## src/rtl/lpm_pkg.sv

```systemverilog
package lpm_pkg;
  typedef enum logic [1:0] {
    PM_ACTIVE  = 2'd0,
    PM_SHALLOW = 2'd1,
    PM_DEEP    = 2'd2
  } pmode_e;
endpackage

```

## src/rtl/lpm_cfg_reg.sv

```systemverilog
module lpm_cfg_reg #(
  parameter int REQ_W = 2
) (
  input  logic             clk,
  input  logic             rst_n,
  input  logic             wr_en,
  input  logic             locked,
  input  logic             deep_d,
  input  logic [REQ_W-1:0] req_d,
  input  logic             ie_d,
  output logic             deep_q,
  output logic [REQ_W-1:0] req_q,
  output logic             ie_q
);
  logic upd_en;

  assign upd_en = wr_en & ~locked;

  always_ff @(posedge clk or negedge rst_n) begin
    if (!rst_n) begin
      deep_q <= 1'b0;
      req_q  <= '0;
      ie_q   <= 1'b0;
    end else if (upd_en) begin
      deep_q <= deep_d;
      req_q  <= req_d;
      ie_q   <= ie_d;
    end
  end

  // a write arriving while locked leaves the configuration untouched
  p_cfg_frozen_r9: assert property (@(posedge clk) disable iff (!rst_n)
    (locked && wr_en) |=> ($stable(deep_q) && $stable(req_q) && $stable(ie_q)));
endmodule

```

## src/rtl/lpm_wake_detect.sv

```systemverilog
module lpm_wake_detect #(
  parameter int N_IRQ = 8
) (
  input  logic             rst_nmi,
  input  logic             dbg,
  input  logic [N_IRQ-1:0] pend,
  input  logic [N_IRQ-1:0] en,
  output logic             wake
);
  logic [N_IRQ-1:0] armed;

  assign armed = pend & en;
  assign wake  = rst_nmi | dbg | (|armed);
endmodule

```

## src/rtl/lpm_trans_check.sv

```systemverilog
module lpm_trans_check #(
  parameter int                    ACT_W      = 2,
  parameter logic [(1<<ACT_W)-1:0] VALID_MASK = 4'b0101
) (
  input  logic [ACT_W-1:0] act_mode,
  input  logic             deep_sel,
  input  logic             req_zero,
  output logic             deep_req,
  output logic             tr_valid
);
  localparam int N_ACT = 1 << ACT_W;

  logic [N_ACT-1:0] hit;

  for (genvar gi = 0; gi < N_ACT; gi++) begin : g_row
    if (VALID_MASK[gi]) begin : g_ok
      assign hit[gi] = (act_mode == ACT_W'(gi));
    end else begin : g_bad
      assign hit[gi] = 1'b0;
    end
  end

  assign deep_req = deep_sel & req_zero;
  assign tr_valid = |hit;
endmodule

```

## src/rtl/lpm_entry_seq.sv

```systemverilog
module lpm_entry_seq
  import lpm_pkg::*;
#(
  parameter int                    ACT_W      = 2,
  parameter int                    REQ_W      = 2,
  parameter int                    N_IRQ      = 8,
  parameter logic [(1<<ACT_W)-1:0] VALID_MASK = 4'b0101
) (
  input  logic             clk,
  input  logic             rst_n,
  input  logic             cfg_wr,
  input  logic             cfg_deep,
  input  logic [REQ_W-1:0] cfg_req,
  input  logic             cfg_ie,
  input  logic             cfg_inv_clr,
  input  logic             trig_wfi,
  input  logic             trig_wfe,
  input  logic             trig_soe,
  input  logic [ACT_W-1:0] act_mode,
  input  logic             wake_rst_nmi,
  input  logic             wake_dbg,
  input  logic [N_IRQ-1:0] irq_pend,
  input  logic [N_IRQ-1:0] irq_en,
  output logic [1:0]       pwr_mode,
  output logic             regs_locked,
  output logic             inv_flag,
  output logic             irq_out
);
  pmode_e           mode_q, mode_d;
  logic             lock_q, lock_d;
  logic             flag_q, flag_d;
  logic             deep_q, ie_q;
  logic [REQ_W-1:0] req_q;
  logic             deep_req, tr_valid, wake, trig_any, inv_set;
  logic             st_en, flag_en;

  lpm_cfg_reg #(.REQ_W(REQ_W)) u_cfg (
    .clk(clk), .rst_n(rst_n), .wr_en(cfg_wr), .locked(lock_q),
    .deep_d(cfg_deep), .req_d(cfg_req), .ie_d(cfg_ie),
    .deep_q(deep_q), .req_q(req_q), .ie_q(ie_q)
  );

  lpm_trans_check #(.ACT_W(ACT_W), .VALID_MASK(VALID_MASK)) u_chk (
    .act_mode(act_mode), .deep_sel(deep_q), .req_zero(req_q == '0),
    .deep_req(deep_req), .tr_valid(tr_valid)
  );

  lpm_wake_detect #(.N_IRQ(N_IRQ)) u_wake (
    .rst_nmi(wake_rst_nmi), .dbg(wake_dbg), .pend(irq_pend), .en(irq_en),
    .wake(wake)
  );

  assign trig_any = trig_wfi | trig_wfe | trig_soe;

  // next-state decision
  always_comb begin
    mode_d  = mode_q;
    lock_d  = lock_q;
    inv_set = 1'b0;
    case (mode_q)
      PM_ACTIVE: begin
        if (trig_any) begin
          if (!deep_req) begin
            mode_d = PM_SHALLOW;
          end else if (tr_valid) begin
            mode_d = PM_DEEP;
            lock_d = 1'b1;
          end else begin
            inv_set = 1'b1;
            if (!ie_q) mode_d = PM_SHALLOW;
          end
        end
      end
      default: begin
        if (wake) begin
          mode_d = PM_ACTIVE;
          lock_d = 1'b0;
        end
      end
    endcase
  end

  always_comb begin
    flag_d = flag_q;
    if (inv_set)                     flag_d = 1'b1;
    else if (cfg_inv_clr && !lock_q) flag_d = 1'b0;
  end

  assign st_en   = (mode_q == PM_ACTIVE) ? trig_any : wake;
  assign flag_en = inv_set | cfg_inv_clr;

  always_ff @(posedge clk or negedge rst_n) begin
    if (!rst_n) begin
      mode_q <= PM_ACTIVE;
      lock_q <= 1'b0;
    end else if (st_en) begin
      mode_q <= mode_d;
      lock_q <= lock_d;
    end
  end

  always_ff @(posedge clk or negedge rst_n) begin
    if (!rst_n)       flag_q <= 1'b0;
    else if (flag_en) flag_q <= flag_d;
  end

  assign pwr_mode    = mode_q;
  assign regs_locked = lock_q;
  assign inv_flag    = flag_q;
  assign irq_out     = flag_q & ie_q;

  // without a trigger the active state persists, whatever is written
  p_idle_holds_r2: assert property (@(posedge clk) disable iff (!rst_n)
    (pwr_mode == 2'd0 && !trig_any) |=> (pwr_mode == 2'd0));
  // the lock exists only during deep sleep
  p_lock_in_deep_r5: assert property (@(posedge clk) disable iff (!rst_n)
    regs_locked |-> (pwr_mode == 2'd2));
  // a newly raised invalid flag never coincides with deep sleep
  p_invalid_no_deep_r6: assert property (@(posedge clk) disable iff (!rst_n)
    $rose(inv_flag) |-> (pwr_mode != 2'd2));
  // the interrupt requires the flag
  p_irq_needs_flag_r7: assert property (@(posedge clk) disable iff (!rst_n)
    irq_out |-> inv_flag);
  // a wake source in sleep returns to active and unlocks
  p_wake_active_r8: assert property (@(posedge clk) disable iff (!rst_n)
    (pwr_mode != 2'd0 && wake) |=> (pwr_mode == 2'd0 && !regs_locked));
  // asleep without wake, the mode holds regardless of triggers
  p_sleep_holds_r10: assert property (@(posedge clk) disable iff (!rst_n)
    (pwr_mode != 2'd0 && !wake) |=> $stable(pwr_mode));
endmodule

```

## config.mk

```make
export PLATFORM = sky130hd
export DESIGN_NAME = lpm_entry_seq
export DESIGN_NICKNAME = d
export VERILOG_FILES = /design/src/rtl/lpm_pkg.sv /design/src/rtl/lpm_cfg_reg.sv /design/src/rtl/lpm_wake_detect.sv /design/src/rtl/lpm_trans_check.sv /design/src/rtl/lpm_entry_seq.sv
export SDC_FILE = /design/constraint.sdc
export NUM_CORES = 1
export LEC_CHECK = 0
export ABC_AREA = 0
export BUFFER_PORTS_ARGS = -buffer_cell sky130_fd_sc_hd__clkbuf_2
export CORE_AREA = 2 2 39 41
export DETAILED_ROUTE_END_ITERATION = 8
export DIE_AREA = 0 0 41 43
export PLACE_DENSITY = 0.71
export SLEW_MARGIN = 20
export SYNTH_ARGS = -nofsm -noshare
export SYNTH_HDL_FRONTEND = slang
export SYNTH_SLANG_ARGS = --single-unit
export TNS_END_PERCENT = 5
```

## constraint.sdc

```tcl
create_clock -name clk -period 4.1 [get_ports clk]
set_clock_uncertainty 0.2 [all_clocks]
set_input_delay 0.82 -clock clk [delete_from_list [all_inputs] [get_ports clk]]
set_output_delay 0.82 -clock clk [all_outputs]
set_load 0.01 [all_outputs]
```

; ---- Word-level counts from Yosys, hierarchy flattened
; Cells that the tools add are included.
[totals]
register_bits = 8
inputBits = 31
output_inout_bits = 5
[classes]
eq_ne = 5
n_mux = 18
bitwise = 10
reduce_logical = 12
[ops]
columns = op, n
row1 = two-way mux 1 bit, 12
row2 = two-way mux 2 bit, 6
row3 = bitwise AND 8 bit, 1
row4 = OR reduction 8 bit, 1
row5 = logical NOT 2 bit, 3
row6 = "inequality test 2 bit, second input constant", 3
row7 = bitwise OR 1 bit, 5
row8 = AND reduction 5 bit, 1
row9 = "inequality test 4 bit, second input constant", 1
row10 = AND reduction 4 bit, 1
row11 = nonzero test 2 bit, 2
row12 = bitwise AND 1 bit, 3
row13 = "equality test 2 bit, second input constant", 1
row14 = AND reduction 2 bit, 1
row15 = OR reduction 2 bit, 1
row16 = logical AND 1 bit, 1
row17 = logical NOT 1 bit, 1
row18 = NOT 1 bit, 1

; ---- Depth between registers and ports, before layout
[depth]
depth_word = 8
ltp_mapped = 4
depth_no_buf = 4

; ---- Cells and area by module
; A second synthesis with hierarchy kept.
[hier_totals]
cells_unflattened = 34
area_unflattened_um2 = 419.2
[by_module_without_submodules]
columns = module, instances, cells_each, area_per_inst_um2, seq_area_each_um2
row1 = lpm_entry_seq, 1, 18, 196.4, 100.1
row2 = lpm_cfg_reg, 1, 9, 173.9, 100.1
row3 = lpm_wake_detect, 1, 5, 38.8, 0.0
row4 = lpm_trans_check, 1, 2, 10.0, 0.0

; ---- Least setup slack after synthesis
; No wires, ideal clock.
[synth_timing]
kind = input to register
startpoint = input irq_pend[5]
endpoint = register lock_q (netlist: regs_locked)
setup_time_ns = 0.065
arrival_time_ns = 1.664
required_ns = 3.835
setup_slack_ns = 2.171
stages = 4
n_path_buf = 0
cell_sequence = a22oi_2 > nand4_1 > a2111oi_4 > o22a_1
[synth_via]
elab_chain_cells = 5
word_cells_on_any_way = 6
[synth_lines]
columns = item, line
row1 = from (decl), lpm_entry_seq.sv:22  ; input logic [N_IRQ-1:0] irq_pend,
row2 = bitwise AND 8 bit (*), lpm_wake_detect.sv:12  ; assign armed = pend & en;
row3 = OR reduction 8 bit (*), lpm_wake_detect.sv:13  ; assign wake = rst_nmi | dbg | (|armed);
row4 = bitwise OR 1 bit (*), lpm_wake_detect.sv:13
row5 = nonzero test 2 bit (no source line) / two-way mux 1 bit (equally long branches), --
row6 = AND reduction 5 bit (no source line) (*), --
row7 = to (signal assigned), lpm_entry_seq.sv:98  ; lock_q <= lock_d;
row8 = to (decl), lpm_entry_seq.sv:30  ; logic lock_q, lock_d;
; Mark *: on every way between the ends. The rest lies on a longest branch, timed or not.
; A chain may end at the register's enable or synchronous reset.

; ---- Worst setup path after layout
[layout_timing]
startpoint = register flag_q (netlist: inv_flag)
endpoint = output irq_out
[layout_via]
elab_chain_cells = 1
[layout_lines]
columns = item, line
row1 = from (decl), lpm_entry_seq.sv:31  ; logic flag_q, flag_d;
row2 = from (signal assigned), lpm_entry_seq.sv:104  ; else if (flag_en) flag_q <= flag_d;
row3 = bitwise AND 1 bit, lpm_entry_seq.sv:110  ; assign irq_out = flag_q & ie_q;
row4 = to (decl), lpm_entry_seq.sv:27  ; output logic irq_out
; Every way passes these cells.

==> impl_metrics.json <==
{
  "outcome": "completed",
  "finalNetCount": 103,
  "antenna_found_initial": 0,
  "synth_top_area_share": 0.4848,
  "num_antenna_cells": 0,
  "clk_latency_ns": 0.25,
  "clkTransAtPathRegs_ns": 0.06,
  "finalCritPeriodShare": 0.4719,
  "num-fill-cells": 137,
  "fin_area_um2": 625.6,
  "regArea_um2": 200.2,
  "r2r_slack_ns": 2.53,
  "fp.dieH_um": 43,
  "dieArea_um2": 1763,
  "placed_cell_area_um2": 603.1,
  "critPathRequiredTime_ns": 3.08,
  "start_util": 0.2984,
  "r2r-end": "regs_locked",
  "io_pins": 36,
  "rr_worst_depth": 4,
  "tightest_slew_ns": 0.3278,
  "synthesis.area_um2": 412.9,
  "synth_area_leaders": "dfrtp_1 48%, mux2_2 11%, a22oi_2 9.1%",
  "clock-sinks": 8,
  "whs_ns": 0.2073,
  "grt_usage": 0.1230,
  "wl_um": 1007,
  "cts-root-buf": "clkbuf_4",
  "ys_warn_count": 0,
  "min_path_type": "primary input to async pin",
  "crit_type": "register to primary output",
  "drv_slew": 0,
  "synth_area_leader_cell": "dfrtp_1",
  "cts_buffer_depth": 2,
  "slew-limit-headroom": 0.7815,
  "drt-wirelength-per-cell_um": 11.71,
  "gp_congestion": 0.6943,
  "grt_max_degree": 9,
  "final_antenna_net_count": 0,
  "drc": 0,
  "drtIter0Drc": 4,
  "grt_pass1_vias": 388,
  "htreeDepth": 1,
  "ys_ff_latch": 8,
  "postCtsSetupBuffers": 0,
  "seq_area_frac_synth": 0.4848,
  "reg2reg_from": "pwr_mode[1]",
  "cp.arrival_ns": 0.91,
  "end_kind": "primary output",
  "max_freq_mhz": 516.8,
  "via_per_inst": 4.884,
  "cts_made_buffers": 3,
  "synth.avg_cell_area_um2": 12.51,
  "grt_first_pass_wirelength_um": 1407,
  "syn_inst": 33,
  "drt_first_pass_iters": 3,
  "dr_wl_met3_um": 146,
  "grt_overflow": 0,
  "crit_fanout": 3,
  "synth_nets": 64,
  "period_minus_slack_ns": 1.935,
  "finalHoldViolations": 0,
  "wl_met2_um": 504,
  "multi_input_area_um2": 205.2,
  "setup_violations": 0,
  "portBuffers": 34,
  "drive_above_1_share": 0.6429,
  "fin_setup_tns_ns": 0,
  "vdd_drop_max_mv": 0.1639,
  "powerDensity_nw_per_um2": 354.1,
  "synthDistinctLibCells": 17,
  "cts_resized": 0,
  "core-area_um2": 1384,
  "rsz0062_at_grt": "no",
  "fin_util": 0.4521,
  "critPathLaunchType": "register",
  "wl_met1_um": 356,
  "cts_tree": "done",
  "total_leakage_power_nw": 0.3333,
  "syn2layout_area_growth_pct": 51.52,
  "rows": 14,
  "vias": 420,
  "dr.max_layer_used": "met3",
  "die_w_um": 41,
  "cts_hold_buf": 0,
  "maxCapViolCount": 0
}
logic make-up after synthesis:
logic type,after synthesis,synth area share
compound gates,11,0.2788
flops,8,0.4848
buf+inv,2,0.01819
simple gates,8,0.1091
mux,4,0.1091
report_power, final:
group,internal [mW],switching [mW]
Combinational,0.0339,0.0255
Clock,0.0335,0.0261
Sequential,0.0922,0.0103
registers in the layout, summed over array words and instances, names as in the netlist:
name and cells:
pwr_mode 2, u_cfg.req_q 2, inv_flag 1, regs_locked 1
u_cfg.deep_q 1, u_cfg.ie_q 1
synthesized netlist by cell type, drive strengths merged:
master	instances
or3	1
a2111oi	1
nor3b	1
inv	2
o21ai	3
nand3	1
a2bb2oi	1
nor2	2
nor2b	1
a22oi	3
a32o	1
nand4	1
dfrtp	8
and2	1
o22a	1
mux2	4
a21o	1
placed cells by master (no fill, tap or decap), drive strengths merged:
cell     count
clkbuf      37
dfrtp        8
mux2         4
a22oi        3
o21ai        3
nor2         2
inv          2
and2         1
a2bb2oi      1
nand4        1
a2111oi      1
nor3b        1
or3          1
nand3        1
a21o         1
o22a         1
nor2b        1
a32o         1
worst max-delay path by stage:
stage	start	endpoint	slack, ns	depth (start not counted)
after floorplan	irq_pend[5]	regs_locked	2.17	4
after global placement	irq_pend[3]	regs_locked	2.00	5
after detailed placement	irq_pend[5]	regs_locked	1.93	5
after CTS	inv_flag	irq_out	2.15	2
after global routing	inv_flag	irq_out	2.11	2
final	inv_flag	irq_out	2.17	2
final cells by class:
cell class / instances / share of cell area
clock buffer: 3 / 0.03600
sequential: 8 / 0.3200
inverter: 2 / 0.01200
multi-input combinational: 23 / 0.3280
tap: 16 / 0.03200
timing repair buffer: 34 / 0.2720
critical path: stages (launching register included):
cell	delay, ns
dfrtp_1	0.39
and2_1	0.16
clkbuf_2	0.12
stage by stage:
stage / total power, mW / setup WS [ns] / std cells
finish: 0.2215 / 2.165 / 86
global route: 0.2377 / 2.113 / 86
CTS: 0.2264 / 2.152 / 86
detailed placement: 0.1648 / 1.929 / 83
global placement: 0.1629 / 2.001 / 83
floorplan: 0.1339 / 2.171 / 33
per-layer routing:
metal | vias to the layer above | global-route usage
li1 | 203 | -
met1 | 189 | 0.1171
met2 | 28 | 0.2094
met3 | 0 | 0.03665
met4 | 0 | 0.08000
met5 | - | 0
Power figures use the tool's default switching activity.
